File: src/rtl/adc_seq_pkg.sv
package adc_seq_pkg;

   typedef enum logic [1:0] {
      ST_IDLE  = 2'd0,
      ST_FIRST = 2'd1,
      ST_RUN   = 2'd2
   } seq_state_t;

   // oversampling ratio for a selection code
   function automatic int unsigned osr_of(input logic [2:0] sel);
      case (sel)
         3'd0:    return 16;
         3'd1:    return 32;
         3'd2:    return 128;
         3'd3:    return 256;
         3'd4:    return 512;
         default: return 1024;
      endcase
   endfunction

   // settling latency in speed mode 0
   function automatic int unsigned base_latency(input logic [2:0] sel);
      return osr_of(sel) + ((sel == 3'd0) ? 64 : 112);
   endfunction

   // extra settling caused by the speed mode
   function automatic int unsigned speed_extra(input logic [1:0] spd);
      case (spd)
         2'd0:    return 0;
         2'd3:    return 24;
         default: return 8;
      endcase
   endfunction

endpackage

File: src/rtl/adc_cs_sync.sv
module adc_cs_sync #(
   parameter int STAGES = 2
) (
   input  logic clk,
   input  logic rst_n,
   input  logic cs_n_async,
   output logic cs_rise
);
   generate
      if (STAGES < 2) begin : g_bad_stages
         $error("adc_cs_sync: STAGES must be at least 2");
      end
   endgenerate

   logic [STAGES-1:0] chain;
   logic              last_q;

   generate
      for (genvar i = 0; i < STAGES; i++) begin : g_stage
         if (i == 0) begin : g_head
            always_ff @(posedge clk or negedge rst_n) begin
               if (!rst_n) chain[0] <= 1'b1;
               else        chain[0] <= cs_n_async;
            end
         end else begin : g_tail
            always_ff @(posedge clk or negedge rst_n) begin
               if (!rst_n) chain[i] <= 1'b1;
               else        chain[i] <= chain[i-1];
            end
         end
      end
   endgenerate

   always_ff @(posedge clk or negedge rst_n) begin
      if (!rst_n) last_q <= 1'b1;
      else        last_q <= chain[STAGES-1];
   end

   assign cs_rise = chain[STAGES-1] & ~last_q;

   assert_rise_single_R2: assert property (@(posedge clk) disable iff (!rst_n)
      cs_rise |=> !cs_rise);

endmodule

File: src/rtl/adc_lat_calc.sv
module adc_lat_calc
   import adc_seq_pkg::*;
#(
   parameter int CNT_W    = 12,
   parameter int DLY_STEP = 64
) (
   input  logic [2:0]       osr_sel,
   input  logic [1:0]       speed_sel,
   input  logic [3:0]       delay_code,
   output logic [CNT_W-1:0] first_lat,
   output logic [CNT_W-1:0] period
);
   localparam int MAX_LAT = 15 * DLY_STEP + 1024 + 112 + 24;

   generate
      if (MAX_LAT >= (1 << CNT_W)) begin : g_bad_width
         $error("adc_lat_calc: CNT_W too small for the longest latency");
      end
   endgenerate

   int unsigned lat_sum;

   always_comb begin
      lat_sum   = base_latency(osr_sel) + speed_extra(speed_sel)
                + int'(delay_code) * DLY_STEP;
      first_lat = CNT_W'(lat_sum);
      period    = CNT_W'(osr_of(osr_sel));
   end

endmodule

File: src/rtl/adc_conv_ctrl.sv
module adc_conv_ctrl
   import adc_seq_pkg::*;
#(
   parameter int CNT_W     = 12,
   parameter int CONV_W    = 16,
   parameter int LOAD_ADJ  = 3,
   parameter int DRDY_GAP  = 4
) (
   input  logic              clk,
   input  logic              rst_n,
   input  logic              take_start,
   input  logic              take_stop,
   input  logic [CNT_W-1:0]  first_lat,
   input  logic [CNT_W-1:0]  period,
   output logic              drdy_n,
   output logic              result,
   output logic [CONV_W-1:0] conv_count
);
   localparam int MIN_OSR = 16;

   generate
      if (DRDY_GAP + 2 > MIN_OSR) begin : g_bad_gap
         $error("adc_conv_ctrl: DRDY_GAP leaves no low time");
      end
   endgenerate

   localparam logic [CNT_W-1:0] ADJ_V  = CNT_W'(LOAD_ADJ);
   localparam logic [CNT_W-1:0] HIGH_V = CNT_W'(DRDY_GAP);

   seq_state_t       state;
   logic [CNT_W-1:0] cnt;
   logic [CNT_W-1:0] period_q;

   assign result = (state != ST_IDLE) && (cnt == '0) && !take_stop && !take_start;

   always_ff @(posedge clk or negedge rst_n) begin
      if (!rst_n) begin
         state      <= ST_IDLE;
         cnt        <= '0;
         period_q   <= CNT_W'(MIN_OSR);
         drdy_n     <= 1'b1;
         conv_count <= '0;
      end else if (take_stop) begin
         state  <= ST_IDLE;
         cnt    <= '0;
         drdy_n <= 1'b1;
      end else if (take_start) begin
         state      <= ST_FIRST;
         cnt        <= first_lat - ADJ_V;
         period_q   <= period;
         drdy_n     <= 1'b1;
         conv_count <= '0;
      end else if (result) begin
         state      <= ST_RUN;
         cnt        <= period_q - 1'b1;
         drdy_n     <= 1'b0;
         conv_count <= conv_count + 1'b1;
      end else if (state != ST_IDLE) begin
         cnt <= cnt - 1'b1;
         if (state == ST_RUN && cnt == HIGH_V) drdy_n <= 1'b1;
      end
   end

   assert_fall_counts_R11: assert property (@(posedge clk) disable iff (!rst_n)
      $fell(drdy_n) |-> conv_count == CONV_W'($past(conv_count) + 1'b1));

   assert_idle_quiet_R9: assert property (@(posedge clk) disable iff (!rst_n)
      (state == ST_IDLE) |-> drdy_n);

   assert_stop_idle_R9: assert property (@(posedge clk) disable iff (!rst_n)
      take_stop |=> (state == ST_IDLE));

   assert_run_bound_R5: assert property (@(posedge clk) disable iff (!rst_n)
      (state == ST_RUN) |-> (cnt < period_q));

   assert_start_hides_R8: assert property (@(posedge clk) disable iff (!rst_n)
      (take_start && !take_stop) |=> (drdy_n && conv_count == '0));

endmodule

File: src/rtl/adc_start_seq.sv
module adc_start_seq #(
   parameter int SYNC_STAGES = 2,
   parameter int CNT_W       = 12,
   parameter int CONV_W      = 16,
   parameter int DLY_STEP    = 64,
   parameter int DRDY_GAP    = 4
) (
   input  logic              clk_mod,
   input  logic              rst_n,
   input  logic              cs_n,
   input  logic              frm_start,
   input  logic              frm_stop,
   input  logic              frm_status_rd,
   input  logic [2:0]        osr_sel,
   input  logic [1:0]        speed_sel,
   input  logic [3:0]        delay_code,
   output logic              drdy_n,
   output logic              drdy_flag,
   output logic [CONV_W-1:0] conv_count
);
   localparam int LOAD_ADJ = SYNC_STAGES + 1;

   logic             cs_rise;
   logic             take_start;
   logic             take_stop;
   logic             take_rd;
   logic             result;
   logic [CNT_W-1:0] first_lat;
   logic [CNT_W-1:0] period;

   adc_cs_sync #(.STAGES(SYNC_STAGES)) u_sync (
      .clk        (clk_mod),
      .rst_n      (rst_n),
      .cs_n_async (cs_n),
      .cs_rise    (cs_rise)
   );

   assign take_stop  = cs_rise & frm_stop;
   assign take_start = cs_rise & frm_start & ~frm_stop;
   assign take_rd    = cs_rise & frm_status_rd;

   adc_lat_calc #(.CNT_W(CNT_W), .DLY_STEP(DLY_STEP)) u_lat (
      .osr_sel    (osr_sel),
      .speed_sel  (speed_sel),
      .delay_code (delay_code),
      .first_lat  (first_lat),
      .period     (period)
   );

   adc_conv_ctrl #(
      .CNT_W    (CNT_W),
      .CONV_W   (CONV_W),
      .LOAD_ADJ (LOAD_ADJ),
      .DRDY_GAP (DRDY_GAP)
   ) u_ctrl (
      .clk        (clk_mod),
      .rst_n      (rst_n),
      .take_start (take_start),
      .take_stop  (take_stop),
      .first_lat  (first_lat),
      .period     (period),
      .drdy_n     (drdy_n),
      .result     (result),
      .conv_count (conv_count)
   );

   always_ff @(posedge clk_mod or negedge rst_n) begin
      if (!rst_n)       drdy_flag <= 1'b0;
      else if (result)  drdy_flag <= 1'b1;
      else if (take_rd) drdy_flag <= 1'b0;
   end

   assert_flag_on_result_R7: assert property (@(posedge clk_mod) disable iff (!rst_n)
      $rose(drdy_flag) |-> !drdy_n);

endmodule

File: config.mk
export PLATFORM = sky130hd
export DESIGN_NAME = adc_start_seq
export DESIGN_NICKNAME = d
export VERILOG_FILES = /design/src/rtl/adc_seq_pkg.sv /design/src/rtl/adc_cs_sync.sv /design/src/rtl/adc_lat_calc.sv /design/src/rtl/adc_conv_ctrl.sv /design/src/rtl/adc_start_seq.sv
export SDC_FILE = /design/constraint.sdc
export NUM_CORES = 1
export LEC_CHECK = 0
export BUFFER_PORTS_ARGS = -buffer_cell sky130_fd_sc_hd__buf_4
export CAP_MARGIN = 20
export CELL_PAD_IN_SITES_DETAIL_PLACEMENT = 1
export CELL_PAD_IN_SITES_GLOBAL_PLACEMENT = 2
export CORE_MARGIN = 2
export CORE_UTILIZATION = 36
export DETAILED_ROUTE_END_ITERATION = 8
export PLACE_DENSITY = 0.88
export REMOVE_ABC_BUFFERS = 1
export SLEW_MARGIN = 40
export SYNTH_ARGS = -nofsm -noshare
export SYNTH_HDL_FRONTEND = slang
export SYNTH_SLANG_ARGS = --single-unit
File: constraint.sdc
create_clock -name clk_mod -period 3.3 [get_ports clk_mod]
set_clock_uncertainty 0.15 [all_clocks]
set_input_delay 0.66 -clock clk_mod [delete_from_list [all_inputs] [get_ports clk_mod]]
set_output_delay 0.66 -clock clk_mod [all_outputs]
set_load 0.03 [all_outputs]
==> run metrics, run 1 <==
status=finished clean; Die Ht=between 90 and 100 microns; Clock Sink Count=41; # diodes=0; vias in the first global route=roughly 2,400; largest cells by area after synthesis=dfrtp_1 33%, ha_1 9.2%, dfstp_2 4.8%, nor2_1 4.8%, xor2_1 3.5%; worst path arrival time=3130 ps; Initial DRC Count=92; Synth top area share=0.3313; P per Cell Area=569.0 nW/um^2; setup bufs post-CTS=0; clk_lat worst skew=300 ps; Peak Freq=about 320 MHz; worst slew pin tran=721.4 ps; Cell variety after synth=59; Critical Path Source Type=primary input; largest net degree at the start of global routing=42; Pre-antenna DRT Iters=4; RSZ-0062 raised after global routing=no; post-route clock period utilization=0.9427; die area=8264 sq um; Avg Cell Area, Syn=9.408 sq um; Row Count=31; clk buf depth=2; nets=approximately 360; Post-CTS Resized=0; Inserted Clock Buffers=5; routed vias=between 2,000 and 2,500; first-pass GRT wire length=11,650 microns; vias per cell=5.402; CP Data Required Time=3320 ps; Hold WC Path Type=in -> async; drt total wl=6780 microns; GP Congestion=0.8051; Ys Warns=0; sequential share of the synthesized area=0.3797; Max-Cap Viols=0; Max Slew Vio Count=0; I/O Buffers=32; DIE WIDTH=90.91 microns; Worst slew margin=0.5140; # IOs=33; GRT Util Overall=0.1744; crit path max fanout=5; DP Wirelength=5184 microns; Initial Util=0.3729; area of the mapped netlist=2719 sq um; drt drc=0; leak pwr=1.455 nW; Synth area leader=dfrtp_1; Mapped Cells=approximately 290; ordered list of cells on the worst path=buf_4 -> or3b_2 -> ha_1 -> inv_1 -> ha_1 -> ha_1 -> inv_1 -> fa_1 -> inv_1 -> a21oi_1 -> nand2b_1 -> xnor2_1 -> a22oi_1 -> o21ai_0; Crit path buffers/inverters=4; Reg clk slew, reported paths=80 ps; maximum vdd drop=approximately 0.00018 V; final hold vios=0; Setup Viol. Count Final=0; CP Class=in -> reg; CTS tree=built; ys flop type=dfrtp_1; Layout area overhead=17.40%; share of layout cells above drive strength 1=0.2097; slowest stage cell, crit path=or3b_2; Congestion Overflow GR=0; core area=7292 sq um; Top delay family on crit path=adder cells; Avg WL per Cell=around 16 microns; total power=1.816 mW; cts hold-fix bufs=0; Post-Route Setup TNS=0 ps; Cells after DPL=420; ys async rst share=1.000; endpoint type of the worst setup path=flop; number of fill cells in the layout=899; number of antenna violations at the first check in global routing=0; htree depth=2; antenna-violating nets left=0; crit-path max cell delay=480 ps; EDFF count, synth=0; Yosys reg bits=41; root buffer cell=clkbuf_8; Non-Filler Instances=428; fin crit period=slightly above 3000 ps
flip-flops by register name, summed over array words and instances, names as in the netlist:
register / cells
u_ctrl.cnt: 12
u_ctrl.state: 2
drdy_flag: 1
u_ctrl.conv_count: 16
u_sync.last_q: 1
u_ctrl.drdy_n: 1
u_ctrl.period_q: 6
u_sync.chain: 2
cells in the final DEF (no fill, tap or decap), types with 2 or more instances in the layout:
cell type,count
or3_1,4
o22ai_1,3
mux2_2,6
or4_4,2
ha_1,20
clkbuf_8,5
nor3_4,2
o21ai_0,11
a211o_1,2
or4_1,2
o21bai_1,3
o311ai_0,3
nand3b_1,2
nand2_1,14
dfrtp_1,36
nor2b_1,2
and3_1,2
a22oi_1,4
nand2b_1,6
a21oi_1,17
dfstp_2,5
o211ai_1,3
o31ai_1,2
buf_4,39
a21o_1,6
inv_1,17
and3b_1,2
and2_1,3
nor4_1,6
nor2_1,33
clkbuf_1,3
xor2_1,11
nand4_1,4
or2_2,3
nor3_1,2
nor2_2,2
xnor2_1,9
nand3_1,11
cell type report:
type / count / area [sq um] / area share
well taps: 99 / 123.9 / 0.03881
clock buffers: 8 / 80.08 / 0.02509
inverters: 17 / 63.81 / 0.01999
repair buffers: 39 / 292.8 / 0.09173
multi-input cells: 224 / 1599 / 0.5010
flip-flops and latches: 41 / 1032 / 0.3234
power by group:
part	internal, mW	total [mW]	switching, mW
Sequential	0.603	0.757	0.154
Combinational	0.321	0.738	0.417
Clock	0.150	0.321	0.170
stage by stage:
step	util	setup slack (ps)	hold WS (ps)	cell area, sq um
2_1_floorplan	-	148.4	195.2	2690
4_1_cts	0.4374	178.0	202.2	3189
6_report	0.4377	189.1	188.3	3192
3_3_place_gp	0.4264	-68.57	196.4	3109
5_1_grt	0.4377	27.96	223.8	3192
3_5_place_dp	0.4264	-147.8	205.5	3109
worst paths after layout:
path / end / depth (start not counted) / slack (ps) / start
max reg2reg: u_ctrl.cnt[10] / 8 / 720 / u_ctrl.cnt[0]
min reg2reg: u_sync.chain[1] / 0 / 220 / u_sync.chain[0]
max: u_ctrl.cnt[9] / 14 / 190 / osr_sel[1]
min in group clk_mod: u_sync.chain[1] / 0 / 220 / u_sync.chain[0]
max in group asynchronous: u_sync.chain[0] / 1 / 2420 / rst_n
min: u_ctrl.conv_count[2] / 1 / 190 / rst_n
synthesized netlist by cell type (5+ instances only):
| master | count |
|---|---|
| xnor2_1 | 9 |
| ha_1 | 20 |
| mux2_2 | 6 |
| nand3_1 | 11 |
| nand2b_1 | 6 |
| o21ai_0 | 11 |
| inv_1 | 17 |
| nor2_1 | 35 |
| xor2_1 | 11 |
| nor4_1 | 6 |
| a21o_1 | 6 |
| nand2_1 | 14 |
| dfstp_2 | 5 |
| a21oi_1 | 17 |
| dfrtp_1 | 36 |
metal layers:
layer | global-route usage | wire length, microns | vias to the layer above
li1 | - | - | 1126
met1 | 0.2098 | 2962 | 1129
met2 | 0.3091 | 3422 | 47
met3 | 0.03506 | 265 | 10
met4 | 0.06061 | 128 | 0
met5 | 0 | 0 | -
cell families (layout without fill, tap and decap cells):
| logic type | Yosys count | in the layout | share of synthesized area |
|---|---|---|---|
| simple gates | 112 | 112 | 0.2393 |
| compound gates | 64 | 64 | 0.1546 |
| flops | 41 | 41 | 0.3797 |
| buf+inv | 24 | 64 | 0.03405 |
| fa+ha+maj | 21 | 21 | 0.09940 |
| xor+xnor | 20 | 20 | 0.06443 |
| mux | 7 | 7 | 0.02853 |
(Power assumes the default switching activity.)
==> run 2, diff against run 1 <==
--- a/config.mk
+++ b/config.mk
@@ -7,12 +7,11 @@
 export LEC_CHECK = 0
 export BUFFER_PORTS_ARGS = -buffer_cell sky130_fd_sc_hd__buf_4
 export CAP_MARGIN = 20
-export CELL_PAD_IN_SITES_DETAIL_PLACEMENT = 1
-export CELL_PAD_IN_SITES_GLOBAL_PLACEMENT = 2
 export CORE_MARGIN = 2
-export CORE_UTILIZATION = 36
+export CORE_UTILIZATION = 42
 export DETAILED_ROUTE_END_ITERATION = 8
-export PLACE_DENSITY = 0.88
+export GPL_TIMING_DRIVEN = 0
+export PLACE_DENSITY = 0.7
 export REMOVE_ABC_BUFFERS = 1
 export SLEW_MARGIN = 40
 export SYNTH_ARGS = -nofsm -noshare
==> run 2 against run 1 <==
Combinational power fell by 3.4%. First-iteration DRC count rose by 52%. Critical path depth fell by 2. Global-route usage rose by 0.55 points. Worst hold slack got worse by 17 ps. Non-clock buffer count fell by 6. Routed wire length fell by 14%. Sequential share of layout area rose by 0.28 points. Sequential power barely moved. Power fell by 1.6%. Clock power barely moved.
==> run metrics, run 2 (synthesized netlist as in run 1, its figures left out) <==
clk_lat worst skew=300 ps (about the same); Max Used Layer=met4 (unchanged); # diodes=0 (unchanged); commonest non-fill, non-tap cells in the layout=36 x dfrtp_1, 33 x nor2_1, 32 x buf_4 (was 39 x buf_4, 36 x dfrtp_1, 33 x nor2_1); Critical Path Source Type=primary input (unchanged); # IOs=33 (unchanged); Clock Sink Count=41 (unchanged); CP Data Required Time=3330 ps (was 3320 ps); Non-Filler Instances=400 (was 428); CTS tree=built (unchanged); die area=7133 sq um (was 8264 sq um); Layout area overhead=16.38% (was 17.40%); crit path max fanout=5 (unchanged); root buffer cell=clkbuf_8 (unchanged); share of layout cells above drive strength 1=0.2105 (was 0.2097); Initial DRC Count=140 (was 92); max reg flops=16 (unchanged); Max Slew Vio Count=0 (unchanged); GRT Util Overall=0.1799 (was 0.1744); Critical Path Stages=12 (was 14); Crit path buffers/inverters=2 (was 4); routed wl met2=2837 microns (was 3422 microns); Post-Route Setup TNS=0 ps (unchanged); Inserted Clock Buffers=5 (unchanged); P per Cell Area=564.8 nW/um^2 (was 569.0 nW/um^2); cts hold-fix bufs=0 (unchanged); cell repeated most along the worst path=ha_1; endpoint type of the worst setup path=flop (unchanged); CP Class=in -> reg (unchanged); leak pwr=1.440 nW (was 1.455 nW); routed vias=2,243 (was 2,312); vias in the first global route=2,298 (was 2,355); met3 wire length=289 microns (was 265 microns); vias per cell=5.608 (was 5.402); worst slew pin tran=711.6 ps (was 721.4 ps); number of antenna violations at the first check in global routing=0 (unchanged); Avg WL per Cell=14.65 microns (was 15.84 microns); GP Congestion=0.8281 (was 0.8051); setup bufs post-CTS=0 (unchanged); post-route clock period utilization=0.9546 (was 0.9427); DIE WIDTH=84.46 microns (was 90.91 microns); largest registers=u_ctrl.conv_count (16), u_ctrl.cnt (12), u_ctrl.period_q (6) (unchanged); Post-CTS Resized=1 (was 0); most common cell after layout, fill and taps aside=dfrtp_1 (was buf_4); met1 WL=2679 microns (was 2962 microns); final hold vios=0 (unchanged); htree depth=2 (unchanged); DP Wirelength=4347 microns (was 5184 microns); crit-path max cell delay=470 ps (was 480 ps); I/O Buffers=32 (unchanged); fin crit period=3150 ps (was 3111 ps); Top delay family on crit path=compound AO/OA/AOI/OAI gates (was adder cells); Hold Slack=171.0 ps (was 188.3 ps); Die Ht=84.46 microns (was 90.91 microns); RSZ-0062 raised after global routing=no (unchanged); clk buf depth=2 (unchanged); status=finished clean (unchanged); largest net degree at the start of global routing=42 (unchanged); Congestion Overflow GR=0 (unchanged); Cells after DPL=392 (was 420); Initial Util=0.4306 (was 0.3729); Reg clk slew, reported paths=80 ps (about the same); Max-Cap Viols=0 (unchanged); Pre-antenna DRT Iters=4 (unchanged); ordered list of cells on the worst path=buf_4 -> or3b_2 -> ha_1 -> inv_1 -> ha_1 -> ha_1 -> a21o_1 -> a21oi_1 -> o21bai_1 -> xnor2_1 -> nor2_1 -> a211o_1 (was buf_4 -> or3b_2 -> ha_1 -> inv_1 -> ha_1 -> ha_1 -> inv_1 -> fa_1 -> inv_1 -> a21oi_1 -> nand2b_1 -> xnor2_1 -> a22oi_1 -> o21ai_0); number of fill cells in the layout=611 (was 899); worst-case reg-to-reg path depth=6 (was 8); Reg with most FFs=u_ctrl.conv_count (unchanged); Hold WC Path Type=in -> async (unchanged); worst path arrival time=3180 ps (was 3130 ps); antenna-violating nets left=0 (unchanged); core area=6314 sq um (was 7292 sq um); nets=358 (was 364); maximum vdd drop=0.0002540 V (was 0.0001793 V); Row Count=29 (was 31); utilization after layout=0.5012 (was 0.4377); Worst slew margin=0.5238 (was 0.5140); drt drc=0 (unchanged); Peak Freq=317.4 MHz (was 321.5 MHz); Setup Viol. Count Final=0 (unchanged); first-pass GRT wire length=10,490 microns (was 11,650 microns); drt total wl=5860 microns (was 6780 microns); slowest stage cell, crit path=or3b_2 (unchanged)
run 2: area by class of cell:
| type | count | area [sq um] | share of cell area |
|---|---|---|---|
| repair buffers | 33 | 267.8 | 0.08462 |
| multi-input cells | 224 | 1622 | 0.5125 |
| flip-flops and latches | 41 | 1032 | 0.3262 |
| inverters | 17 | 63.81 | 0.02017 |
| clock inverters | 2 | 10.01 | 0.003163 |
| clock buffers | 6 | 72.57 | 0.02293 |
| well taps | 77 | 96.34 | 0.03045 |
run 2: worst paths after layout:
check	slack, ps	to	startpoint
max	150	u_ctrl.cnt[10]	osr_sel[1]
min	170	u_ctrl.conv_count[3]	rst_n
max reg2reg	590	u_ctrl.cnt[8]	u_ctrl.cnt[1]
min reg2reg	200	u_sync.chain[1]	u_sync.chain[0]
max in group asynchronous	2430	u_sync.chain[0]	rst_n
min in group clk_mod	200	u_sync.chain[1]	u_sync.chain[0]
run 2: per-layer routing:
layer	track usage	up-vias
li1	-	1112
met1	0.2374	1068
met2	0.3001	57
met3	0.03736	6
met4	0.05195	0
met5	0	-
run 2: power breakdown:
group,total (mW),switching (mW),leakage [nW],internal (mW)
Clock,0.319,0.173,0.0450,0.147
Combinational,0.713,0.396,0.859,0.317
Sequential,0.755,0.151,0.537,0.603
Total,1.79,0.720,1.44,1.07
run 2: per-stage QoR:
stage	area, sq um	setup slack [ps]	total power [mW]
3_3_place_gp	3027	-209.0	1.444
3_5_place_dp	3064	-327.7	1.469
2_1_floorplan	2690	148.4	1.269
6_report	3164	149.7	1.787
5_1_grt	3164	11.81	1.932
4_1_cts	3152	100.2	1.795
run 2: worst register-to-register path: cells and delay by family, from the launching register on:
family | cells | cell delay [ps]
simple gates | 2 | 960
mux | 1 | 400
compound gates | 3 | 670
flops | 1 | 450
